File: src/rtl/ilm_pkg.sv
package ilm_pkg;
  typedef enum logic {ST_IDLE = 1'b0, ST_RUN = 1'b1} ilm_state_t;
endpackage

File: src/rtl/ilm_lod.sv
module ilm_lod #(
  parameter int WIDTH = 16,
  localparam int PW = $clog2(WIDTH)
) (
  input  logic [WIDTH-1:0] val,
  output logic [PW-1:0]    pos,
  output logic [WIDTH-1:0] resid
);
  always_comb begin
    pos = '0;
    for (int i = 0; i < WIDTH; i++) begin
      if (val[i]) pos = PW'(i);
    end
    resid = val & ~({{(WIDTH-1){1'b0}}, 1'b1} << pos);
  end

  // the residual must hold no bit at or above the leading one
  always_comb begin
    if (val != '0) begin
      assert_resid_below_lead_R4: assert ((resid >> pos) == '0);
    end
  end
endmodule

File: src/rtl/ilm_pass.sv
module ilm_pass #(
  parameter int WIDTH = 16,
  localparam int PW  = $clog2(WIDTH),
  localparam int PW2 = 2 * WIDTH
) (
  input  logic [WIDTH-1:0] a,
  input  logic [WIDTH-1:0] b,
  output logic [PW2-1:0]   term,
  output logic [WIDTH-1:0] res_a,
  output logic [WIDTH-1:0] res_b
);
  logic [WIDTH-1:0] opnd [2];
  logic [PW-1:0]    lead [2];
  logic [WIDTH-1:0] rsd  [2];

  assign opnd[0] = a;
  assign opnd[1] = b;

  for (genvar g = 0; g < 2; g++) begin : g_lod
    ilm_lod #(.WIDTH(WIDTH)) u_lod (
      .val   (opnd[g]),
      .pos   (lead[g]),
      .resid (rsd[g])
    );
  end

  logic [PW:0]    ksum;
  logic [PW2-1:0] pow_term, cross_a, cross_b;

  always_comb begin
    ksum     = {1'b0, lead[0]} + {1'b0, lead[1]};
    pow_term = {{(PW2-1){1'b0}}, 1'b1} << ksum;
    cross_a  = {{WIDTH{1'b0}}, rsd[0]} << lead[1];
    cross_b  = {{WIDTH{1'b0}}, rsd[1]} << lead[0];
    term     = pow_term + cross_a + cross_b;
  end

  assign res_a = rsd[0];
  assign res_b = rsd[1];

  // a single pass never overshoots the exact product of its inputs
  always_comb begin
    if (a != '0 && b != '0) begin
      assert_term_le_exact_R7: assert (term <= ({{WIDTH{1'b0}}, a} * {{WIDTH{1'b0}}, b}));
    end
  end
endmodule

File: src/rtl/ilm_mult.sv
module ilm_mult
  import ilm_pkg::*;
#(
  parameter int WIDTH  = 16,
  parameter int ITER_W = 5,
  localparam int PW2 = 2 * WIDTH
) (
  input  logic              clk,
  input  logic              rst,
  input  logic              start,
  input  logic [WIDTH-1:0]  op_a,
  input  logic [WIDTH-1:0]  op_b,
  input  logic [ITER_W-1:0] iters,
  output logic              done,
  output logic [PW2-1:0]    product
);
  ilm_state_t        st;
  logic [WIDTH-1:0]  opa_q, opb_q;
  logic [ITER_W-1:0] cnt;
  logic [PW2-1:0]    acc;
  logic              done_q;
  logic [PW2-1:0]    term;
  logic [WIDTH-1:0]  res_a, res_b;
  logic              finish;

  ilm_pass #(.WIDTH(WIDTH)) u_pass (
    .a     (opa_q),
    .b     (opb_q),
    .term  (term),
    .res_a (res_a),
    .res_b (res_b)
  );

  assign finish = (res_a == '0) || (res_b == '0) || (cnt == '0);

  always_ff @(posedge clk) begin
    if (rst) begin
      st     <= ST_IDLE;
      opa_q  <= '0;
      opb_q  <= '0;
      cnt    <= '0;
      acc    <= '0;
      done_q <= 1'b0;
    end else begin
      done_q <= 1'b0;
      case (st)
        ST_IDLE: begin
          if (start) begin
            acc   <= '0;
            opa_q <= op_a;
            opb_q <= op_b;
            cnt   <= iters;
            if (op_a == '0 || op_b == '0) done_q <= 1'b1;
            else                          st     <= ST_RUN;
          end
        end
        ST_RUN: begin
          acc   <= acc + term;
          opa_q <= res_a;
          opb_q <= res_b;
          if (finish) begin
            done_q <= 1'b1;
            st     <= ST_IDLE;
          end else begin
            cnt <= cnt - 1'b1;
          end
        end
        default: st <= ST_IDLE;
      endcase
    end
  end

  assign done    = done_q;
  assign product = acc;

  assert_zero_result_R2: assert property (@(posedge clk) disable iff (rst)
    (st == ST_IDLE && start && (op_a == '0 || op_b == '0)) |=> (done && product == '0));

  assert_run_nonzero_R5: assert property (@(posedge clk) disable iff (rst)
    (st == ST_RUN) |-> (opa_q != '0 && opb_q != '0));

  assert_acc_monotone_R7: assert property (@(posedge clk) disable iff (rst)
    (st == ST_RUN) |=> (acc >= $past(acc)));

  assert_done_pulse_R8: assert property (@(posedge clk) disable iff (rst)
    done |=> !done);

  assert_idle_hold_R8: assert property (@(posedge clk) disable iff (rst)
    (st == ST_IDLE && !start) |=> $stable(product));
endmodule

File: config.mk
export PLATFORM = sky130hd
export DESIGN_NAME = ilm_mult
export DESIGN_NICKNAME = d
export VERILOG_FILES = /design/src/rtl/ilm_pkg.sv /design/src/rtl/ilm_lod.sv /design/src/rtl/ilm_pass.sv /design/src/rtl/ilm_mult.sv
export SDC_FILE = /design/constraint.sdc
export NUM_CORES = 1
export LEC_CHECK = 0
export BUFFER_PORTS_ARGS = -buffer_cell sky130_fd_sc_hd__buf_4
export CORE_MARGIN = 2
export CORE_UTILIZATION = 63
export CTS_CLUSTER_SIZE = 8
export DETAILED_ROUTE_END_ITERATION = 10
export GPL_TIMING_DRIVEN = 0
export PLACE_DENSITY = 0.83
export SLEW_MARGIN = 20
export SYNTH_ARGS = -nofsm -noshare
export SYNTH_HDL_FRONTEND = slang
export SYNTH_SLANG_ARGS = --single-unit
File: constraint.sdc
create_clock -name clk -period 9.12 [get_ports clk]
set_input_delay 1.824 -clock clk [delete_from_list [all_inputs] [get_ports clk]]
set_output_delay 1.824 -clock clk [all_outputs]
set_load 0.05 [all_outputs]
== Yosys cells after proc, flatten, opt, wreduce, memory -nomap -nowiden ==
Index checks and enable logic that the tools add are counted.

* Flip-flop bits (word level): 71
* Input port bits: 40
* Output and inout bits: 33
* Logic and storage cells: 79

* $add $sub $neg: 5
* Equality and inequality tests: 2
* Shifts and indexed selects: 5
* Multiplexer cells: 47
* Bitwise logic cells: 5
* Reduce and logical (&&, ||, !) cells: 9

{| class="wikitable"
|+ Operators with widths
! kind !! count
|-
| two-way mux 4 bit || 28
|-
| adder 32 bit || 3
|-
| zero test 16 bit || 4
|-
| one-hot mux 16 bit (2 select lines) || 2
|-
| one-hot mux 32 bit (2 select lines) || 1
|-
| left shift 16 x 4 -> 32 bit || 2
|-
| bitwise AND 16 bit || 2
|-
| two-way mux 16 bit || 2
|-
| two-way mux 32 bit || 1
|-
| NOT 16 bit || 2
|-
| left shift 1 x 4 -> 16 bit (first input constant) || 2
|-
| left shift 1 x 5 -> 32 bit (first input constant) || 1
|-
| two-way mux 5 bit || 2
|-
| one-hot mux 5 bit (2 select lines) || 1
|-
| two-way mux 1 bit || 8
|-
| adder 4 x 4 -> 5 bit || 1
|-
| zero test 5 bit || 1
|-
| subtractor 5 x 1 -> 5 bit (second input constant) || 1
|-
| inequality test 2 bit (second input constant) || 2
|-
| one-hot mux 1 bit (2 select lines) || 2
|-
| logical OR 1 bit || 3
|-
| AND reduction 2 bit || 1
|-
| NOT 1 bit || 1
|}

== Longest topological paths before layout ==
Gate-level depths: netlist of the first run.

* Word-level depth: 23
* Depth in mapped cells: 29
* Mapped depth without buffers: 26

== Modules after synthesis ==
From an unflattened synthesis of the first run, not the netlist that was laid out.

* Cell total of the unflattened synthesis: 1324
* Area, all modules: 9734.3 um2

{| class="wikitable"
|+ By module, submodules not included
! module !! instances !! cells each !! area each (um2) !! sequential area each (um2)
|-
| ilm_mult || 1 || 593 || 4659.5 || 1421.4
|-
| ilm_pass || 1 || 627 || 4379.2 || 0.0
|-
| ilm_lod || 2 || 52 || 347.8 || 0.0
|}

== Least setup slack after synthesis of the first run ==
OpenSTA, ideal clock, no wires.

* Kind: flip-flop to flip-flop
* From: register opa_q[9]
* To: register acc[31], in the netlist product[31]
* Library setup time: 0.081 ns
* Arrival time: 6.742 ns
* Required time: 9.039 ns
* Slack: 2.297 ns
* Cell stages (with the launch flop): 29
* Cells stage by stage: dfxtp_1 > buf_2 > or3b_2 > a31oi_2 > a211oi_2 > nor2_2 > inv_2 > buf_2 > buf_2 > ha_1 > fa_1 > xor2_1 > nor2_1 > o21ai_0 > nor2_1 > fa_1 > inv_1 > fa_1 > inv_1 > ha_1 > a21o_1 > a221oi_1 > a21oi_1 > o41a_1 > a31oi_1 > a21bo_2 > nor2b_1 > o2111ai_1 > a41oi_1

* Word-level cells in the longest chain between the ends: 15
* Elaborated cells on any way between the ends: 18
* Classes of those cells: 4 x add/sub; 4 x shift; 8 x mux; 2 x bitwise

{| class="wikitable"
|+ Ends and longest elaborated chain
! what !! line !! source
|-
| from (decl) || ilm_mult.sv:18 || <nowiki>logic [WIDTH-1:0] opa_q, opb_q;</nowiki>
|-
| from (signal assigned) || ilm_mult.sv:50 || <nowiki>opa_q <= op_a;</nowiki>
|-
| from (signal assigned) || ilm_mult.sv:59 || <nowiki>opa_q <= res_a;</nowiki>
|-
| two-way mux 4 bit (7 in a row) || ilm_lod.sv:12 || <nowiki>if (val[i]) pos = PW'(i);</nowiki>
|-
| left shift 1 x 4 -> 16 bit || ilm_lod.sv:14 || <nowiki>resid = val & ~({{(WIDTH-1){1'b0}}, 1'b1} << pos);</nowiki>
|-
| NOT 16 bit || ilm_lod.sv:14 ||
|-
| bitwise AND 16 bit || ilm_lod.sv:14 ||
|-
| left shift 16 x 4 -> 32 bit || ilm_pass.sv:33 || <nowiki>cross_a = {{WIDTH{1'b0}}, rsd[0]} << lead[1];</nowiki>
|-
| adder 32 bit || ilm_pass.sv:35 || <nowiki>term = pow_term + cross_a + cross_b;</nowiki>
|-
| adder 32 bit (*) || ilm_pass.sv:35 ||
|-
| adder 32 bit (*) || ilm_mult.sv:58 || <nowiki>acc <= acc + term;</nowiki>
|-
| one-hot mux 32 bit (2 select lines) (*) || ilm_mult.sv:46 || <nowiki>case (st)</nowiki>
|-
| to (signal assigned) || ilm_mult.sv:58 ||
|-
| to (decl) || ilm_mult.sv:20 || <nowiki>logic [PW2-1:0] acc;</nowiki>
|}

Every way passes the cells marked *; elsewhere a longest branch is shown, timed or not.
A chain may end at the register's enable or synchronous reset.

== Worst setup path after layout of the first run ==
* From: register opa_q[10]
* To: register acc[31], in the netlist product[31]

* Word-level cells in the longest chain between the ends: 14
* Elaborated cells on any way between the ends: 17
* Classes of those cells: 4 x add/sub; 4 x shift; 7 x mux; 2 x bitwise

{| class="wikitable"
|+ Ends and longest elaborated chain
! what !! line
|-
| two-way mux 4 bit (6 in a row) || ilm_lod.sv:12
|-
| left shift 1 x 4 -> 16 bit || ilm_lod.sv:14
|-
| NOT 16 bit || ilm_lod.sv:14
|-
| bitwise AND 16 bit || ilm_lod.sv:14
|-
| left shift 16 x 4 -> 32 bit || ilm_pass.sv:33
|-
| adder 32 bit || ilm_pass.sv:35
|-
| adder 32 bit (*) || ilm_pass.sv:35
|-
| adder 32 bit (*) || ilm_mult.sv:58
|-
| one-hot mux 32 bit (2 select lines) (*) || ilm_mult.sv:46
|}

Marked as above.

==> flow_summary.yaml, run 1 <==
die:
  die_w_um: 123.2
  die_area_um2: 15180
  die_h_um: 123.2
  initial_core_util: 0.6449
  rows: 43
  core_area_um2: 13880
  io_pins: 73
place:
  place_ws_ns: 1.111
  numPortBuffers: 71
  dp.cells: 1408
  dp_hpwl_um: 25870
  routabilityCongestion: 1.067
routing:
  wl_per_cell_um: 22.99
  vias: 9566
  drt_wl_total_um: 32740
  antenna_left: 0
  drc_errors: 0
  drtPass1Iterations: 5
  drtIter0Drc: 1146
  via_per_inst: 6.718
worst_hold_path:
  hold_start: "cnt[1]"
  hp-class: "reg2reg"
  whs_path_depth: 2
timing:
  rsz0062_at_grt: "no"
  fin_skew_ns: 0.006847
  fin_ws_ns: 0.7151
  fin_crit_sh: 0.9216
  slew_violations: 0
  finalHoldViolations: 0
  setup_viol: 0
  setup_tns_ns: 0
  hold_slack_ns: 0.5125
  fmax_mhz: 119.0
  worst_pin_slew_ns: 1.229
  period_minus_slack_ns: 8.405
  slew_headroom: 0.1729
cts:
  post_cts_buffers: 0
  cts_buffer_depth: 2
  cts.sinks: 71
  cts_tree: "done"
  cts_hold_buf: 0
  cts-buffers-inserted: 9
  post_cts_resized: 0
  cts.reportedPaths.clkPinSlew_ns: 0.07
  clkLatencyLatePin_ns: 0.35
  cts_root_buffer: "clkbuf_16"
  h-tree-depth: 3
yosys:
  postSynth.asyncResetShare: 0
  synth.cell_area_um2: 8951
  synth_seq_cells: 71
  synthSimpleGateAreaFrac: 0.2109
  synth_warnings: 0
  synth_cell_types: 91
  syn_inst: 1156
  synth_edf_count: 0
  synth_xor_area_frac: 0.03033
  synth_top_family_by_area: "compound AO/OA/AOI/OAI gates"
  synth_ff_type: "dfxtp_1"
  syn_area_per_cell_um2: 7.743
  ys_seq_area_frac: 0.1588
  synth-compound-area-share: 0.2544
  synthAdderAreaFrac: 0.1949
  synthMuxAreaShare: 0.06668
layout:
  area_growth_pct: 12.24
  post-route-util: 0.7238
  final_cells: 1424
  insertedDiodeCount: 0
  fill_cells: 1150
  drive_gt1_frac: 0.1278
  fin_nets: 1379
power_and_ir_drop:
  power.switching_uw: 1441
  seq_power_share: 0.151
  p_int_uw: 1290
  pwr-share-clk: 0.147
  powerDensity_nw_per_um2: 271.9
  netSwitchingFraction: 0.5277
  p_leak_uw: 0.004377
  pwr-share-comb: 0.702
  vdd_drop_max_uv: 255.5
setup_path:
  crit_start: "opa_q[10]"
  crit_arrival_ns: 8.67
  reg2regPathDepth: 25
  r2r_start: "opa_q[10]"
  crit_path_start_kind: "flip-flop"
  path_class: "reg2reg"
  end_kind: "flip-flop"
  cp_max_fo: 10
  cp.required_ns: 9.38
global_routing:
  grt_pass1_wl_um: 49800
  grt_pass1_vias: 9102
  grt.total_usage: 0.4343
  grt_max_degree: 14
  grt-ovfl-total: 0
  antenna_found_initial: 0
status:
  outcome: "finished clean"
job:
  timing.max_cap.violations: 0
-- cells by family (layout without fill, tap and decap cells) --
group | after synthesis | in the layout
simple gates | 380 | 380
compound gates | 325 | 325
buf+inv | 188 | 275
fa+ha+maj | 102 | 102
flops | 71 | 71
mux | 58 | 58
xor+xnor | 31 | 31
other cells | 1 | 2
-- flip-flops by register name (all words and copies together) (netlist names) --
signal	cells
cnt	5
product	32
opb_q	16
opa_q	16
st	1
done	1
-- power groups by stage --
stage	Clock [µW]	Combinational (µW)	Sequential [µW]
global route	409	2090	416
detailed placement	0	1850	415
global placement	0	1800	413
CTS	395	1870	409
floorplan	0	1300	496
finish	402	1920	412
-- worst max-delay path, stage by stage, from the launching register on --
cell       delay, ns
dfxtp_1         0.30
clkbuf_1        0.21
nor4_1          1.04
a21oi_1         0.47
inv_2           0.28
clkbuf_1        0.46
ha_1            0.40
a21oi_1         0.26
xor2_1          0.54
nand2_1         0.23
nor2_1          0.31
fa_1            0.23
inv_1           0.05
fa_1            0.51
inv_1           0.04
ha_1            0.22
fa_1            0.41
a21oi_1         0.20
nor2_1          0.13
o311a_1         0.34
o41a_1          0.41
a31oi_1         0.40
a21bo_2         0.21
nor2b_1         0.21
o2111ai_1       0.16
a41oi_1         0.30
-- metal layers --
metal	vias up	routed length, µm	GRT usage
met1	4565	12890	0.5591
met4	0	1993	0.2607
li1	4238	-	-
met2	621	14570	0.6703
met3	142	3286	0.08994
met5	-	0	0
-- synthesized netlist by cell type (all sizes together) (26+ instances only) --
master	number	area, µm²
nor3	31	177.7
clkbuf	45	168.9
dfxtp	71	1421
fa	63	1261
o21ai	54	274.0
mux2i	45	450.4
inv	122	460.4
ha	37	462.9
nand2	92	347.8
a211oi	34	260.3
nor2	119	483.0
nand3	26	130.1
a21oi	85	440.4
-- final cells by class --
type / count / area, µm² / share of cell area
Sequential cell: 71 / 1421 / 0.1415
Timing Repair Buffer: 71 / 533.0 / 0.05305
Multi-Input combinational cell: 898 / 6798 / 0.6766
Inverter: 123 / 464.2 / 0.04620
Buffer: 65 / 284.0 / 0.02827
Tap cell: 180 / 225.2 / 0.02242
Clock inverter: 6 / 92.59 / 0.009215
Clock buffer: 10 / 229.0 / 0.02279
-- through the flow --
| step | power (µW) | area, µm² |
|---|---|---|
| final | 2731 | 10050 |
| after global routing | 2916 | 10050 |
| after CTS | 2679 | 10040 |
| after detailed placement | 2263 | 9719 |
| after global placement | 2214 | 9713 |
| after floorplan | 1791 | 8955 |
-- cell usage in the layout (no fill, tap or decap), types with 21 or more instances in the layout --
| master | count |
|---|---|
| a211oi_1 | 33 |
| a21oi_1 | 83 |
| buf_4 | 72 |
| clkbuf_1 | 46 |
| dfxtp_1 | 71 |
| fa_1 | 63 |
| ha_1 | 37 |
| inv_1 | 115 |
| mux2i_1 | 45 |
| nand2_1 | 91 |
| nand3_1 | 26 |
| nor2_1 | 114 |
| nor2b_1 | 23 |
| nor3_1 | 29 |
| o21a_1 | 21 |
| o21ai_0 | 49 |
-- final timing paths --
path,endpoint,slack (ns)
setup / recovery,product[31],0.72
hold reg to reg,cnt[1],0.51
setup reg to reg,product[31],0.72
hold / removal,cnt[1],0.51
Power figures use the tool's default switching activity.
==> run 2: changes to the inputs <==
Settings changed: PLACE_DENSITY 0.83 to 0.85, SLEW_MARGIN 20 to not set.
==> run 2 against run 1 <==
Via count down 2.9%. Critical path depth stayed put. Sequential power about the same. Flip-flop and latch count unchanged. Clock skew grew 0.0065 ns. Global-route usage down 0.63 points. Critical path type unchanged. Largest power group unchanged. Highest routed layer unchanged.
==> flow_summary.yaml, run 2 (synthesized netlist as in run 1, its figures left out) <==
power_and_ir_drop:
  seq_power_share: 0.152
  finalPower_uw: 2694
  vdd_drop_max_uv: 266.1
  pwr-share-comb: 0.704
  p_int_uw: 1266
  p_leak_uw: 0.004371
  netSwitchingFraction: 0.5301
  powerDensity_nw_per_um2: 268.9
  pwr-share-clk: 0.143
  power.switching_uw: 1428
job:
  timing.max_cap.violations: 0
cts:
  cts_root_buffer: "clkbuf_16"
  post_cts_buffers: 0
  cts-buffers-inserted: 9
  cts_buffer_depth: 2
  cts.sinks: 71
  cts_tree: "done"
  h-tree-depth: 3
  cts.reportedPaths.clkPinSlew_ns: 0.06
  cts_hold_buf: 0
  clkLatencyLatePin_ns: 0.36
  post_cts_resized: 0
setup_path:
  crit_arrival_ns: 8.59
  crit_start: "opa_q[11]"
  crit_family: "compound AO/OA/AOI/OAI gates"
  path_buf_inv: 5
  end_kind: "flip-flop"
  crit_path_start_kind: "flip-flop"
  reg2regPathDepth: 25
  cpMaxStageDelayCell: "nor4_1"
  path_class: "reg2reg"
  regToRegSetupSlack_ns: 0.80
  r2r_start: "opa_q[11]"
  reg2reg_to: "product[31]"
  critical_path_depth: 25
  cp_max_fo: 10
  max_stage_delay_ns: 0.97
  cp.required_ns: 9.39
  timing.critical_path.to: "product[31]"
global_routing:
  grt_pass1_vias: 8869
  grt_max_degree: 14
  antenna_found_initial: 0
  grt-ovfl-total: 0
  grt_pass1_wl_um: 48620
  grt.total_usage: 0.4280
timing:
  slew_headroom: 0.07913
  rsz0062_at_grt: "no"
  worst_pin_slew_ns: 1.369
  fmax_mhz: 120.2
  setup_tns_ns: 0
  fin_crit_sh: 0.9119
  fin_skew_ns: 0.01333
  setup_viol: 0
  period_minus_slack_ns: 8.317
  finalHoldViolations: 0
  slew_violations: 0
die:
  io_pins: 73
  core_area_um2: 13880
  rows: 43
  die_area_um2: 15180
  initial_core_util: 0.6449
  die_w_um: 123.2
  die_h_um: 123.2
layout:
  insertedDiodeCount: 0
  regArea_um2: 1421
  fin_nets: 1379
  final_cell_mix: "inv_1, nor2_1, nand2_1"
  drive_gt1_frac: 0.1270
  fill_cells: 1144
  largest_reg_flops: 32
  multi_input_area_um2: 6785
  layout_commonest_cell: "inv_1"
  area_growth_pct: 11.94
worst_hold_path:
  hp-class: "reg2reg"
routing:
  via_per_inst: 6.525
  drc_errors: 0
  vias: 9292
  wl_per_cell_um: 22.31
  drtIter0Drc: 1169
  drt_wl_total_um: 31780
  antenna_left: 0
  drtPass1Iterations: 6
status:
  outcome: "finished clean"
place:
  routabilityCongestion: 1.058
  numPortBuffers: 71
  dp_hpwl_um: 25190
[run 2: cell types whose count changed in the layout (fill, tap and decap cells not counted)]
cell | previous run | this run
nor4_2 | 2 | 0
clkbuf_1 | 46 | 45
clkbuf_8 | 0 | 1
clkinv_2 | 0 | 1
nor4_1 | 17 | 19
bufinv_16 | 2 | 1
[run 2: how the worst min path moves through the flow]
stage | from | end | cells past startpoint
2_1_floorplan | cnt[1] | cnt[1] | 2
6_report | cnt[1] | cnt[1] | 2
5_1_grt | cnt[1] | cnt[1] | 2
3_3_place_gp | product[24] | product[24] | 1
3_5_place_dp | cnt[1] | cnt[1] | 2
4_1_cts | cnt[1] | cnt[1] | 2
[run 2: worst reg2reg max path, cell delays in order, from the launching register on]
cell,delay (ns)
dfxtp_1,0.33
clkbuf_1,0.23
nor4_1,0.97
a21oi_1,0.48
inv_2,0.28
clkbuf_1,0.47
ha_1,0.40
a21oi_1,0.25
xor2_1,0.53
nand2_1,0.22
nor2_1,0.31
fa_1,0.23
inv_1,0.06
fa_1,0.49
inv_1,0.04
ha_1,0.22
fa_1,0.42
a21oi_1,0.21
nor2_1,0.13
o311a_1,0.33
o41a_1,0.41
a31oi_1,0.39
a21bo_2,0.21
nor2b_1,0.22
o2111ai_1,0.14
a41oi_1,0.27
[run 2: routing by layer]
layer / wire length [µm] / share of wire / global-route usage / up-vias
met2: 13750 / 0.43 / 0.6374 / 584
li1: - / - / - / 4239
met1: 12780 / 0.40 / 0.5516 / 4344
met4: 1975 / 0.062 / 0.2741 / 0
met3: 3270 / 0.10 / 0.1079 / 125
met5: 0 / 0 / 0 / -
[run 2: power by group through the flow]
stage / sequential, µW / clock (µW) / combinational [µW]
after global placement: 414 / 0 / 1800
after floorplan: 496 / 0 / 1300
after detailed placement: 414 / 0 / 1830
after global routing: 415 / 393 / 2070
final: 410 / 387 / 1900
after CTS: 408 / 382 / 1850
[run 2: area by class of cell]
cell class	instances	share of cell area
inverters	123	0.04633
plain buffers	65	0.02835
flip-flops and latches	71	0.1419
repair buffers	71	0.05320
well taps	180	0.02248
clock inverters	6	0.006743
multi-input cells	898	0.6772
clock buffers	10	0.02385
[run 2: per-stage QoR]
stage,worst slack [ns],std cells,utilization,area (µm²),hold WS (ns)
floorplan,2.297,1157,-,8955,0.4693
global placement,1.256,1408,0.6997,9713,0.4904
detailed placement,1.221,1408,0.6997,9713,0.5011
CTS,1.188,1424,0.7218,10020,0.5117
global route,0.5773,1424,0.7218,10020,0.5487
finish,0.8033,1424,0.7218,10020,0.5182
==> run 3: changes to the inputs <==
Settings changed: GPL_ROUTABILITY_DRIVEN set to 0, PLACE_DENSITY 0.85 to 0.82.
==> run 3 against run 2 <==
Core utilization down 0.19 points. Routed wire length down 7.1%. Sequential power about the same. Critical path type unchanged.
==> flow_summary.yaml, run 3 (synthesized netlist as in run 1, its figures left out) <==
status:
  outcome: "finished clean"
setup_path:
  timing.critical_path.to: "product[31]"
  crit_family: "compound AO/OA/AOI/OAI gates"
  reg2regPathDepth: 25
  critical_path_depth: 25
  cpMaxStageDelayCell: "nor4_1"
  max_stage_delay_ns: 0.92
  end_kind: "flip-flop"
  crit_path_start_kind: "flip-flop"
  path_class: "reg2reg"
  crit_arrival_ns: 8.38
  reg2reg_to: "product[31]"
  cp.required_ns: 9.39
  path_buf_inv: 5
  r2r_start: "opa_q[10]"
  regToRegSetupSlack_ns: 1.01
  cp_max_fo: 10
  crit_start: "opa_q[10]"
die:
  core_area_um2: 13880
  die_w_um: 123.2
  die_area_um2: 15180
  rows: 43
  die_h_um: 123.2
  initial_core_util: 0.6449
  io_pins: 73
cts:
  post_cts_buffers: 0
  cts.sinks: 71
  h-tree-depth: 3
  cts-buffers-inserted: 9
  cts_hold_buf: 0
  cts_buffer_depth: 2
  cts_tree: "done"
  clkLatencyLatePin_ns: 0.36
  cts.reportedPaths.clkPinSlew_ns: 0.06
  cts_root_buffer: "clkbuf_16"
  post_cts_resized: 0
routing:
  wl_per_cell_um: 20.75
  drtIter0Drc: 1132
  antenna_left: 0
  drtPass1Iterations: 6
  drc_errors: 0
  vias: 9400
  drt_wl_total_um: 29530
  via_per_inst: 6.606
timing:
  slew_headroom: 0.08308
  fmax_mhz: 123.3
  rsz0062_at_grt: "no"
  fin_skew_ns: 0.007096
  hold_slack_ns: 0.5103
  finalHoldViolations: 0
  setup_viol: 0
  slew_violations: 0
  setup_tns_ns: 0
  period_minus_slack_ns: 8.109
  fin_crit_sh: 0.8892
  worst_pin_slew_ns: 1.363
layout:
  fill_cells: 1195
  final_cells: 1423
  insertedDiodeCount: 0
  drive_gt1_frac: 0.1247
  final_cell_mix: "inv_1, nor2_1, nand2_1"
  layout_commonest_cell: "inv_1"
  fin_nets: 1379
  largest_reg_flops: 32
  area_growth_pct: 11.64
global_routing:
  grt.total_usage: 0.3990
  grt_pass1_vias: 8730
  grt-ovfl-total: 0
  grt_max_degree: 12
  antenna_found_initial: 0
  grt_pass1_wl_um: 46230
place:
  dp_hpwl_um: 23240
  numPortBuffers: 71
  dp.cells: 1408
job:
  timing.max_cap.violations: 0
power_and_ir_drop:
  vdd_drop_max_uv: 284.9
  finalPower_uw: 2645
  powerDensity_nw_per_um2: 264.7
  p_leak_uw: 0.004360
worst_hold_path:
  hp-class: "reg2reg"
==> run 3: layout make-up <==
type | instances | area, µm² | area share
Inverter | 123 | 464.2 | 0.04645
Tap cell | 180 | 225.2 | 0.02254
Buffer | 65 | 284.0 | 0.02842
Timing Repair Buffer | 71 | 533.0 | 0.05334
Multi-Input combinational cell | 898 | 6785 | 0.6790
Clock inverter | 4 | 47.55 | 0.004758
Sequential cell | 71 | 1421 | 0.1422
Clock buffer | 11 | 232.7 | 0.02329
==> run 3: metrics by stage <==
step                        util  cell area [µm²]  setup WS [ns]
after floorplan                -             8955          2.297
after global placement    0.6997             9713          1.375
after detailed placement  0.6997             9713          1.288
after CTS                 0.7199             9993          1.203
after global routing      0.7199             9993         0.5982
final                     0.7199             9993          1.011
==> run 3: worst min-delay path by stage <==
stage / to / startpoint / cells after the start
floorplan: cnt[1] / cnt[1] / 2
global placement: product[24] / product[24] / 1
detailed placement: product[24] / product[24] / 1
CTS: product[24] / product[24] / 1
global route: product[27] / product[27] / 1
finish: product[24] / product[24] / 1
==> run 3: where the power goes <==
group	switching, µW	leakage [µW]	internal [µW]
registers	53.8	0.000581	355
clock network	147	0.000135	210
logic	1190	0.00364	689
==> run 3: per-layer routing <==
layer | global-route usage | wire, µm
met1 | 0.5076 | 11590
met2 | 0.5938 | 12490
met3 | 0.1125 | 3266
met4 | 0.2543 | 2165
met5 | 0 | 18
